## src/rtl/capt_pkg.sv

```systemverilog
package capt_pkg;
  localparam int ADDR_W = 3;

  typedef enum logic [ADDR_W-1:0] {
    SEL_CTRL  = 3'd0,
    SEL_STAT  = 3'd1,
    SEL_DIV   = 3'd2,
    SEL_COUNT = 3'd3,
    SEL_SNAP  = 3'd4
  } reg_sel_e;

  localparam int CTL_RUN   = 0;
  localparam int CTL_FALL  = 1;
  localparam int CTL_CIE   = 2;
  localparam int CTL_UIE   = 3;
  localparam int ST_CAP    = 0;
  localparam int ST_UNF    = 1;
endpackage

```

## src/rtl/capt_edge_det.sv

```systemverilog
module capt_edge_det #(
  parameter int STAGES = 2
) (
  input  logic clk,
  input  logic rst,
  input  logic din,
  input  logic fall_sel,
  output logic edge_o
);
  logic [STAGES-1:0] sync_q;
  logic              prev_q;
  logic              rise, fall;

  always_ff @(posedge clk) begin
    if (rst) begin
      sync_q <= '0;
      prev_q <= 1'b0;
    end else begin
      sync_q <= {sync_q[STAGES-2:0], din};
      prev_q <= sync_q[STAGES-1];
    end
  end

  assign rise   = sync_q[STAGES-1] & ~prev_q;
  assign fall   = ~sync_q[STAGES-1] & prev_q;
  assign edge_o = fall_sel ? fall : rise;


  rise_single_chk: assert property (@(posedge clk) disable iff (rst)
    rise |=> !rise);
endmodule

```

## src/rtl/capt_prescale.sv

```systemverilog
module capt_prescale #(
  parameter int W = 8
) (
  input  logic         clk,
  input  logic         rst,
  input  logic         en,
  input  logic         load,
  input  logic [W-1:0] load_val,
  input  logic [W-1:0] reload,
  output logic         tick
);
  logic [W-1:0] phase_q;

  assign tick = en && (phase_q == '0);

  always_ff @(posedge clk) begin
    if (rst)          phase_q <= '0;
    else if (load)    phase_q <= load_val;
    else if (en)      phase_q <= (phase_q == '0) ? reload : phase_q - 1'b1;
  end


  div_reload_chk: assert property (@(posedge clk) disable iff (rst)
    (tick && !load) |=> (phase_q == $past(reload)));

  div_hold_chk: assert property (@(posedge clk) disable iff (rst)
    (!en && !load) |=> $stable(phase_q));
endmodule

```

## src/rtl/capt_timer.sv

```systemverilog
module capt_timer
  import capt_pkg::*;
#(
  parameter int CNT_W  = 16,
  parameter int DIV_W  = 8,
  parameter int SYNC_N = 2
) (
  input  logic              clk,
  input  logic              rst,
  input  logic              cap_in,
  input  logic [ADDR_W-1:0] bus_addr,
  input  logic              bus_wr,
  input  logic [CNT_W-1:0]  bus_wdata,
  output logic [CNT_W-1:0]  bus_rdata,
  output logic              irq
);
  localparam logic [CNT_W-1:0] CNT_MAX = '1;

  logic              run_q, fall_q, cie_q, uie_q;
  logic [DIV_W-1:0]  div_q;
  logic [CNT_W-1:0]  cnt_q, snap_q, rdata_q;
  logic              cap_pend_q, unf_pend_q;
  logic              wr_ctrl, wr_stat, wr_div, wr_cnt;
  logic              tick, edge_hit, cap_evt, unf_evt;

  assign wr_ctrl = bus_wr && (bus_addr == SEL_CTRL);
  assign wr_stat = bus_wr && (bus_addr == SEL_STAT);
  assign wr_div  = bus_wr && (bus_addr == SEL_DIV);
  assign wr_cnt  = bus_wr && (bus_addr == SEL_COUNT);

  capt_edge_det #(.STAGES(SYNC_N)) u_edge (
    .clk(clk), .rst(rst), .din(cap_in), .fall_sel(fall_q), .edge_o(edge_hit)
  );

  capt_prescale #(.W(DIV_W)) u_div (
    .clk(clk), .rst(rst), .en(run_q), .load(wr_div),
    .load_val(bus_wdata[DIV_W-1:0]), .reload(div_q), .tick(tick)
  );

  assign cap_evt = run_q && edge_hit;
  assign unf_evt = tick && !wr_cnt && (cnt_q == '0);

  always_ff @(posedge clk) begin
    if (rst) begin
      run_q <= 1'b0; fall_q <= 1'b0; cie_q <= 1'b0; uie_q <= 1'b0;
      div_q <= '0;
    end else begin
      if (wr_ctrl) begin
        run_q  <= bus_wdata[CTL_RUN];
        fall_q <= bus_wdata[CTL_FALL];
        cie_q  <= bus_wdata[CTL_CIE];
        uie_q  <= bus_wdata[CTL_UIE];
      end
      if (wr_div) div_q <= bus_wdata[DIV_W-1:0];
    end
  end

  always_ff @(posedge clk) begin
    if (rst)         cnt_q <= '0;
    else if (wr_cnt) cnt_q <= bus_wdata;
    else if (tick)   cnt_q <= cnt_q - 1'b1;
  end

  always_ff @(posedge clk) begin
    if (rst)          snap_q <= '0;
    else if (cap_evt) snap_q <= cnt_q;
  end

  always_ff @(posedge clk) begin
    if (rst) begin
      cap_pend_q <= 1'b0;
      unf_pend_q <= 1'b0;
    end else begin
      cap_pend_q <= cap_evt | (cap_pend_q & ~(wr_stat & ~bus_wdata[ST_CAP]));
      unf_pend_q <= unf_evt | (unf_pend_q & ~(wr_stat & ~bus_wdata[ST_UNF]));
    end
  end

  always_ff @(posedge clk) begin
    if (rst) rdata_q <= '0;
    else begin
      rdata_q <= '0;
      case (bus_addr)
        SEL_CTRL: begin
          rdata_q[CTL_RUN]  <= run_q;
          rdata_q[CTL_FALL] <= fall_q;
          rdata_q[CTL_CIE]  <= cie_q;
          rdata_q[CTL_UIE]  <= uie_q;
        end
        SEL_STAT: begin
          rdata_q[ST_CAP] <= cap_pend_q;
          rdata_q[ST_UNF] <= unf_pend_q;
        end
        SEL_DIV:   rdata_q[DIV_W-1:0] <= div_q;
        SEL_COUNT: rdata_q <= cnt_q;
        SEL_SNAP:  rdata_q <= snap_q;
        default:   rdata_q <= '0;
      endcase
    end
  end

  assign bus_rdata = rdata_q;
  assign irq = (cap_pend_q & cie_q) | (unf_pend_q & uie_q);


  wrap_to_max_chk: assert property (@(posedge clk) disable iff (rst)
    unf_evt |=> (cnt_q == CNT_MAX) && unf_pend_q);

  count_hold_chk: assert property (@(posedge clk) disable iff (rst)
    (!run_q && !wr_cnt) |=> $stable(cnt_q));

  cap_sets_flag_chk: assert property (@(posedge clk) disable iff (rst)
    cap_evt |=> cap_pend_q && (snap_q == $past(cnt_q)));

  cap_clear_only_sw_chk: assert property (@(posedge clk) disable iff (rst)
    $fell(cap_pend_q) |-> $past(wr_stat && !bus_wdata[ST_CAP]));

  unf_clear_only_sw_chk: assert property (@(posedge clk) disable iff (rst)
    $fell(unf_pend_q) |-> $past(wr_stat && !bus_wdata[ST_UNF]));

  snap_readonly_chk: assert property (@(posedge clk) disable iff (rst)
    !cap_evt |=> $stable(snap_q));
endmodule

```

## config.mk

```make
export PLATFORM = sky130hd
export DESIGN_NAME = capt_timer
export DESIGN_NICKNAME = d
export VERILOG_FILES = /design/src/rtl/capt_pkg.sv /design/src/rtl/capt_edge_det.sv /design/src/rtl/capt_prescale.sv /design/src/rtl/capt_timer.sv
export SDC_FILE = /design/constraint.sdc
export NUM_CORES = 1
export LEC_CHECK = 0
export ABC_CLOCK_PERIOD_IN_PS = 4400
export BUFFER_PORTS_ARGS = -buffer_cell sky130_fd_sc_hd__buf_4
export CORE_MARGIN = 10
export CORE_UTILIZATION = 40
export CTS_BUF_LIST = sky130_fd_sc_hd__clkbuf_16
export DETAILED_ROUTE_END_ITERATION = 16
export SLEW_MARGIN = 20
export SYNTH_ARGS = -nofsm -noshare
export SYNTH_HDL_FRONTEND = slang
export SYNTH_SLANG_ARGS = --single-unit
```

## constraint.sdc

```tcl
create_clock -name clk -period 4.4 [get_ports clk]
set_clock_uncertainty 0.1 [all_clocks]
set_input_delay 0.44 -clock clk [delete_from_list [all_inputs] [get_ports clk]]
set_output_delay 0.44 -clock clk [all_outputs]
set_load 0.005 [all_outputs]
```

==> impl_metrics.toml, run 1 <==
[clocking]
clock_path_buffers = 2
clk_latency_ps = 340
htree_levels = 3
clk_pin_slew_ps = 60
numCtsBuffers = 9
cts_resized = 0
tritoncts = "done"
post_cts_buffers = 0
clkSinkCount = 73
hold_buffers = 0
cts_root_buf = "clkbuf_16"

[route]
drt_wl_total_um = 8129
viasPerCell = 5.340
routedWlPerCell_um = 15.45
drtIter0Drc = 155
drtPass1Iterations = 4
postRouteAntennaNets = 0
route.detailed.drc = 0
vias = 2809

[synthesis]
synth.top_cell.area_share = 0.4232
synth_top_cells_by_area = "dfxtp_1 (42%), mux2i_1 (7.8%), nor2_1 (7.8%)"
synthArstFlopShare = 0
synth_edf_count = 0
syn_area_um2 = 3453
syn-mean-instance-area_um2 = 8.787
ys_ff_latch = 73
post-synth-top-area-cell = "dfxtp_1"
ys_warn_count = 0
ys_top_cells_by_count = "dfxtp_1 (73), nor2_1 (72), mux2i_1 (27), nand2_1 (27), a21oi_1 (23)"
ys_types = 48
syn_nets = 419
synth.most_common_cell = "dfxtp_1"
ys.flop_type = "dfxtp_1"
ys_seq_area_frac = 0.4232
syn_inst = 393

[sta]
finalCriticalPeriod_ps = 2312
report.final.setup_viol = 0
finalMaxSlewViolations = 0
timing.fmax_ghz = 0.4325
setup_tns_ps = 0
rsz0062_at_grt = "false"
timing_worst_slew_pin_value_ps = 764.1
final_hold_viol_count = 0
slew_headroom = 0.4906
post-route-period-util = 0.5255

[pwr]
irDropWorstVdd_mv = 0.1922
seqPwrFrac = 0.445
p_clk_frac = 0.461
switchingPower_w = 0.0003961
pwr-share-comb = 0.093
switching_share = 0.2516
p_int_w = 0.001178
power.density_nw_per_um2 = 386.3
p_leak_nw = 1.595

[floorplan]
std_cell_rows = 33
design.core.area_um2 = 8299
fp.dieArea_um2 = 12750
ios = 40
die_w_um = 112.9
start_util = 0.4161
die_y_um = 112.9

[global_route]
grt_overflow_total = 0
grtUsageMet3 = 0.03328
grt.met2_usage = 0.1870
busiest_layer = "met2"
grt_pass1_wl_um = 13630
use_met1 = 0.1790
grt_usage = 0.1289
grt_max_degree = 75
grt_pass1_vias = 2621
antenna_found_initial = 0

[hold_path]
min_path_cells = 2
whs_endpoint = "u_edge.sync_q[0]"
hold_path_class = "primary input to register"
hp-start = "cap_in"

[worst_setup_path]
crit_buf_inv = 1
worstPathArrival_ps = 2460
critical_path.startpoint_type = "register"
r2r_end = "cnt_q[4]"
crit_path_max_fanout = 11
cp.required_ps = 4550
critPathKind = "register to register"
cp_slowest_cell = "or4_1"
cp_top_family = "simple AND/OR/NAND/NOR gates"
reg2reg_from = "u_div.phase_q[0]"
cp-end-kind = "register"
critPathMaxStageDelay_ps = 550
reg2reg_depth = 7
r2r_slack_ps = 2090
crit_chain = "inv_1, ha_1, nor4b_4, nand2_1, or4_1, xor2_1, a211oi_2"

[layout]
stdcell_count = 526
area_growth_pct = 18.01
final_layout_size_suffix_gt1_frac = 0.1805
diodes = 0
nets = 442

[place]
dp_cells = 510
place_congestion = 0.8107
port-buffer-count = 39
dpl.hpwl_um = 5806

[run]
max-cap-violations = 0

[status]
status = "finished, final reports clean"
## cell type report
class | instances | area [µm²]
clock buffer | 9 | 225.2
multi-input combinational | 287 | 1867
clock inverter | 7 | 71.32
timing repair buffer | 40 | 300.3
tap | 105 | 131.4
sequential | 73 | 1461
fill | 785 | 4224
inverter | 5 | 18.77
## power by group through the flow
| stage | Clock, W | Combinational (W) | Sequential, W |
|---|---|---|---|
| floorplan | 0 | 0.000111 | 0.000706 |
| global placement | 0 | 0.000146 | 0.000715 |
| detailed placement | 0 | 0.000147 | 0.000715 |
| CTS | 0.000737 | 0.000148 | 0.000701 |
| global route | 0.000766 | 0.000163 | 0.000704 |
| finish | 0.000726 | 0.000147 | 0.000701 |
## logic make-up after synthesis
family	after synthesis	share of synthesized area
AO/OA/AOI/OAI	79	0.1482
buffers and inverters	33	0.03949
multiplexers	28	0.08478
XOR/XNOR	15	0.03804
flip-flops	73	0.4232
AND/OR/NAND/NOR	162	0.2554
adder cells (fa/ha/maj)	3	0.01087
## per-stage QoR
stage / setup slack [ps] / power, W / instance area (µm²) / hold slack [ps] / utilization
2_1_floorplan: 2473 / 0.0008169 / 3453 / 313.8 / -
3_3_place_gp: 2182 / 0.0008606 / 3771 / 318.1 / 0.4544
3_5_place_dp: 2056 / 0.0008624 / 3779 / 330.5 / 0.4553
4_1_cts: 2082 / 0.001585 / 4075 / 232.0 / 0.4910
5_1_grt: 1874 / 0.001633 / 4075 / 223.7 / 0.4910
6_report: 2088 / 0.001574 / 4075 / 233.9 / 0.4910
## cell usage in the layout, fill, tap and decap left out, types with 3 or more instances in the layout
cell type | Yosys | layout
a211oi_1 | 12 | 12
a21oi_1 | 23 | 23
a22oi_1 | 12 | 12
a311oi_1 | 3 | 3
buf_4 | 0 | 40
clkbuf_16 | 0 | 9
clkinvlp_4 | 0 | 3
dfxtp_1 | 73 | 73
ha_1 | 3 | 3
inv_1 | 5 | 5
mux2i_1 | 27 | 27
nand2_1 | 27 | 27
nand2b_1 | 4 | 4
nand3_1 | 4 | 4
nand4b_1 | 3 | 3
nor2_1 | 72 | 72
nor2b_1 | 6 | 6
nor3_1 | 12 | 12
nor3_2 | 3 | 3
nor3b_1 | 4 | 4
nor4_2 | 4 | 4
o21ai_0 | 17 | 16
or3_1 | 3 | 3
xnor2_1 | 11 | 11
xor2_1 | 4 | 4
## how the worst max path moves through the flow
stage / from / end / cells past startpoint
6_report: u_div.phase_q[0] / cnt_q[4] / 7
3_5_place_dp: bus_addr[0] / u_div.phase_q[3] / 4
5_1_grt: u_div.phase_q[1] / cnt_q[4] / 7
4_1_cts: u_div.phase_q[0] / cnt_q[4] / 7
3_3_place_gp: u_div.phase_q[0] / cnt_q[4] / 7
2_1_floorplan: u_div.phase_q[0] / cnt_q[4] / 7
## metal layers
metal,up-vias,routed length (µm)
li1,1439,-
met1,1321,4003
met2,41,3621
met3,8,390
met4,0,113
met5,-,0
## registers in the layout (all words and copies together), names as in the netlist, 2 cells and up
| register | cells |
|---|---|
| u_edge.sync_q | 2 |
| u_div.phase_q | 8 |
| cnt_q | 16 |
| snap_q | 16 |
| bus_rdata | 16 |
| div_q | 8 |
(Power assumes the default switching activity.)
==> inputs of run 2 (changes only) <==
Settings changed: ABC_CLOCK_PERIOD_IN_PS 4400 to 2000.
Clock period 4.4 ns to 2 ns, I/O delays scaled along.
==> run 2 against run 1 <==
Against the previous run: non-clock buffer count increased by 30; largest power group unchanged; final cell count increased by 5.7%; design area rose by 7.9%; wire length up 6.4%; global-route usage grew 0.56 points; combinational power rose to 2.8 times the previous value; critical path depth shrank 3; total power grew 140%; register-to-register slack worse by 2000 ps.
==> impl_metrics.toml, run 2 (synthesized netlist as in run 1, its figures left out) <==
[status]
status = "finished, final reports clean"

[sta]
slew_headroom = 0.5041
post-route-period-util = 0.9360
timing.fmax_ghz = 0.5342
setup_tns_ps = 0
rsz0062_at_grt = "true"
finalMaxSlewViolations = 0
finalCriticalPeriod_ps = 1872
timing_worst_slew_pin_value_ps = 741.0
report.final.setup_viol = 0
final_hold_viol_count = 0

[route]
postRouteAntennaNets = 0
viasPerCell = 5.379
drt_wl_total_um = 8652
routedWlPerCell_um = 15.56
drtIter0Drc = 147
vias = 2991
route.detailed.drc = 0
drtPass1Iterations = 4

[clocking]
clk_latency_ps = 330
numCtsBuffers = 9
cts_root_buf = "clkbuf_16"
clkSinkCount = 73
clk_pin_slew_ps = 60
tritoncts = "done"
clock_path_buffers = 2
htree_levels = 3

[worst_setup_path]
crit_path_max_fanout = 6
critical_path.startpoint_type = "register"
critPathMaxStageDelay_ps = 400
crit_chain = "nor4b_4, nand4b_1, or3_1, a311oi_1"
cp.required_ps = 2140
path_depth = 4
r2r_end = "cnt_q[6]"
cp_slowest_cell = "nor4b_4"
cp_top_family = "simple AND/OR/NAND/NOR gates"
worstPathArrival_ps = 2010
critPathKind = "register to register"
r2r_slack_ps = 130
cp-end-kind = "register"
endpoint = "cnt_q[6]"
cp-startpoint = "u_div.phase_q[3]"
reg2reg_from = "u_div.phase_q[3]"
reg2reg_depth = 4
crit_buf_inv = 0

[layout]
final_area_um2 = 4397
diodes = 0
area_growth_pct = 27.32
final_cell_mix = "nor2_1 (72), dfxtp_1 (71), buf_4 (69)"
stdcell_count = 556
fill_cells = 762
final_layout_size_suffix_gt1_frac = 0.2550
nets = 472
post-route-util = 0.5298
final_common_cell = "nor2_1"

[global_route]
grt_usage = 0.1345
grt_overflow_total = 0
antenna_found_initial = 0
grt_pass1_vias = 2842
grt_max_degree = 62
grt_pass1_wl_um = 14370

[pwr]
p_leak_nw = 1.784
power.density_nw_per_um2 = 863.4
p_total_w = 0.003796
irDropWorstVdd_mv = 0.3998

[place]
port-buffer-count = 39
dpl_cell_area_um2 = 3966
place_congestion = 0.8319
dp_cells = 536
dpl.hpwl_um = 6199

[floorplan]
die_y_um = 112.9
start_util = 0.4161
die_w_um = 112.9
fp.dieArea_um2 = 12750
std_cell_rows = 33
design.core.area_um2 = 8299
ios = 40

[run]
max-cap-violations = 0

[hold_path]
hold_path_class = "primary input to register"
run 2: changes by cell type in the layout (fill, tap and decap cells not counted), sizes merged:
cell / before / now
dlygate4sd3: 0 / 1
clkinv: 3 / 2
buf: 40 / 69
clkinvlp: 3 / 2
bufinv: 1 / 3
run 2: power by group:
| part | leakage [nW] | internal, W | switching, W |
|---|---|---|---|
| sequential | 0.592 | 0.00149 | 0.0000387 |
| clock | 0.162 | 0.00122 | 0.000634 |
| combinational | 1.03 | 0.000198 | 0.000218 |
run 2: what timing repair did:
action,in CTS,in global routing
hold buffers,1,0
endpoints found under the setup margin,3,12
endpoints found under the hold margin,1,0
resized for setup,1,12
buffers inserted,1,2
pin swaps,0,6
run 2: worst reg2reg max path: stages (launching register included):
cell	delay [ps]
dfxtp_1	380
nor4b_4	400
nand4b_1	270
or3_1	380
a311oi_1	250
run 2: per-stage QoR:
step | setup slack, ps | hold slack (ps)
after floorplan | 73.20 | 228.2
after global placement | 81.37 | 309.6
after detailed placement | 2.218 | 320.7
after CTS | 12.39 | 34.04
after global routing | -59.15 | 38.59
final | 127.9 | 43.00
run 2: cell type report:
type,instances,area (µm²),area share
timing repair buffer,70,528.0,0.1201
inverter,5,18.77,0.004269
tap,105,131.4,0.02988
clock inverter,7,118.9,0.02703
sequential,73,1464,0.3330
clock buffer,9,225.2,0.05122
multi-input combinational,287,1911,0.4345
run 2: per-layer routing:
metal  vias to the layer above  global-route usage  wire [µm]
met5                         -                   0          0
met4                         0             0.04061         84
met3                        10             0.03434        457
met2                        42              0.2012       3980
met1                      1443              0.1847       4130
li1                       1496                   -          -
run 2: worst min path at each step:
stage / start / end / slack [ps] / cells past startpoint
6_report: bus_wdata[4] / div_q[4] / 40 / 3
4_1_cts: bus_wdata[4] / div_q[4] / 30 / 3
2_1_floorplan: cap_in / u_edge.sync_q[0] / 230 / 1
5_1_grt: bus_wdata[4] / div_q[4] / 40 / 3
3_5_place_dp: cap_in / u_edge.sync_q[0] / 320 / 2
3_3_place_gp: cap_in / u_edge.sync_q[0] / 310 / 2
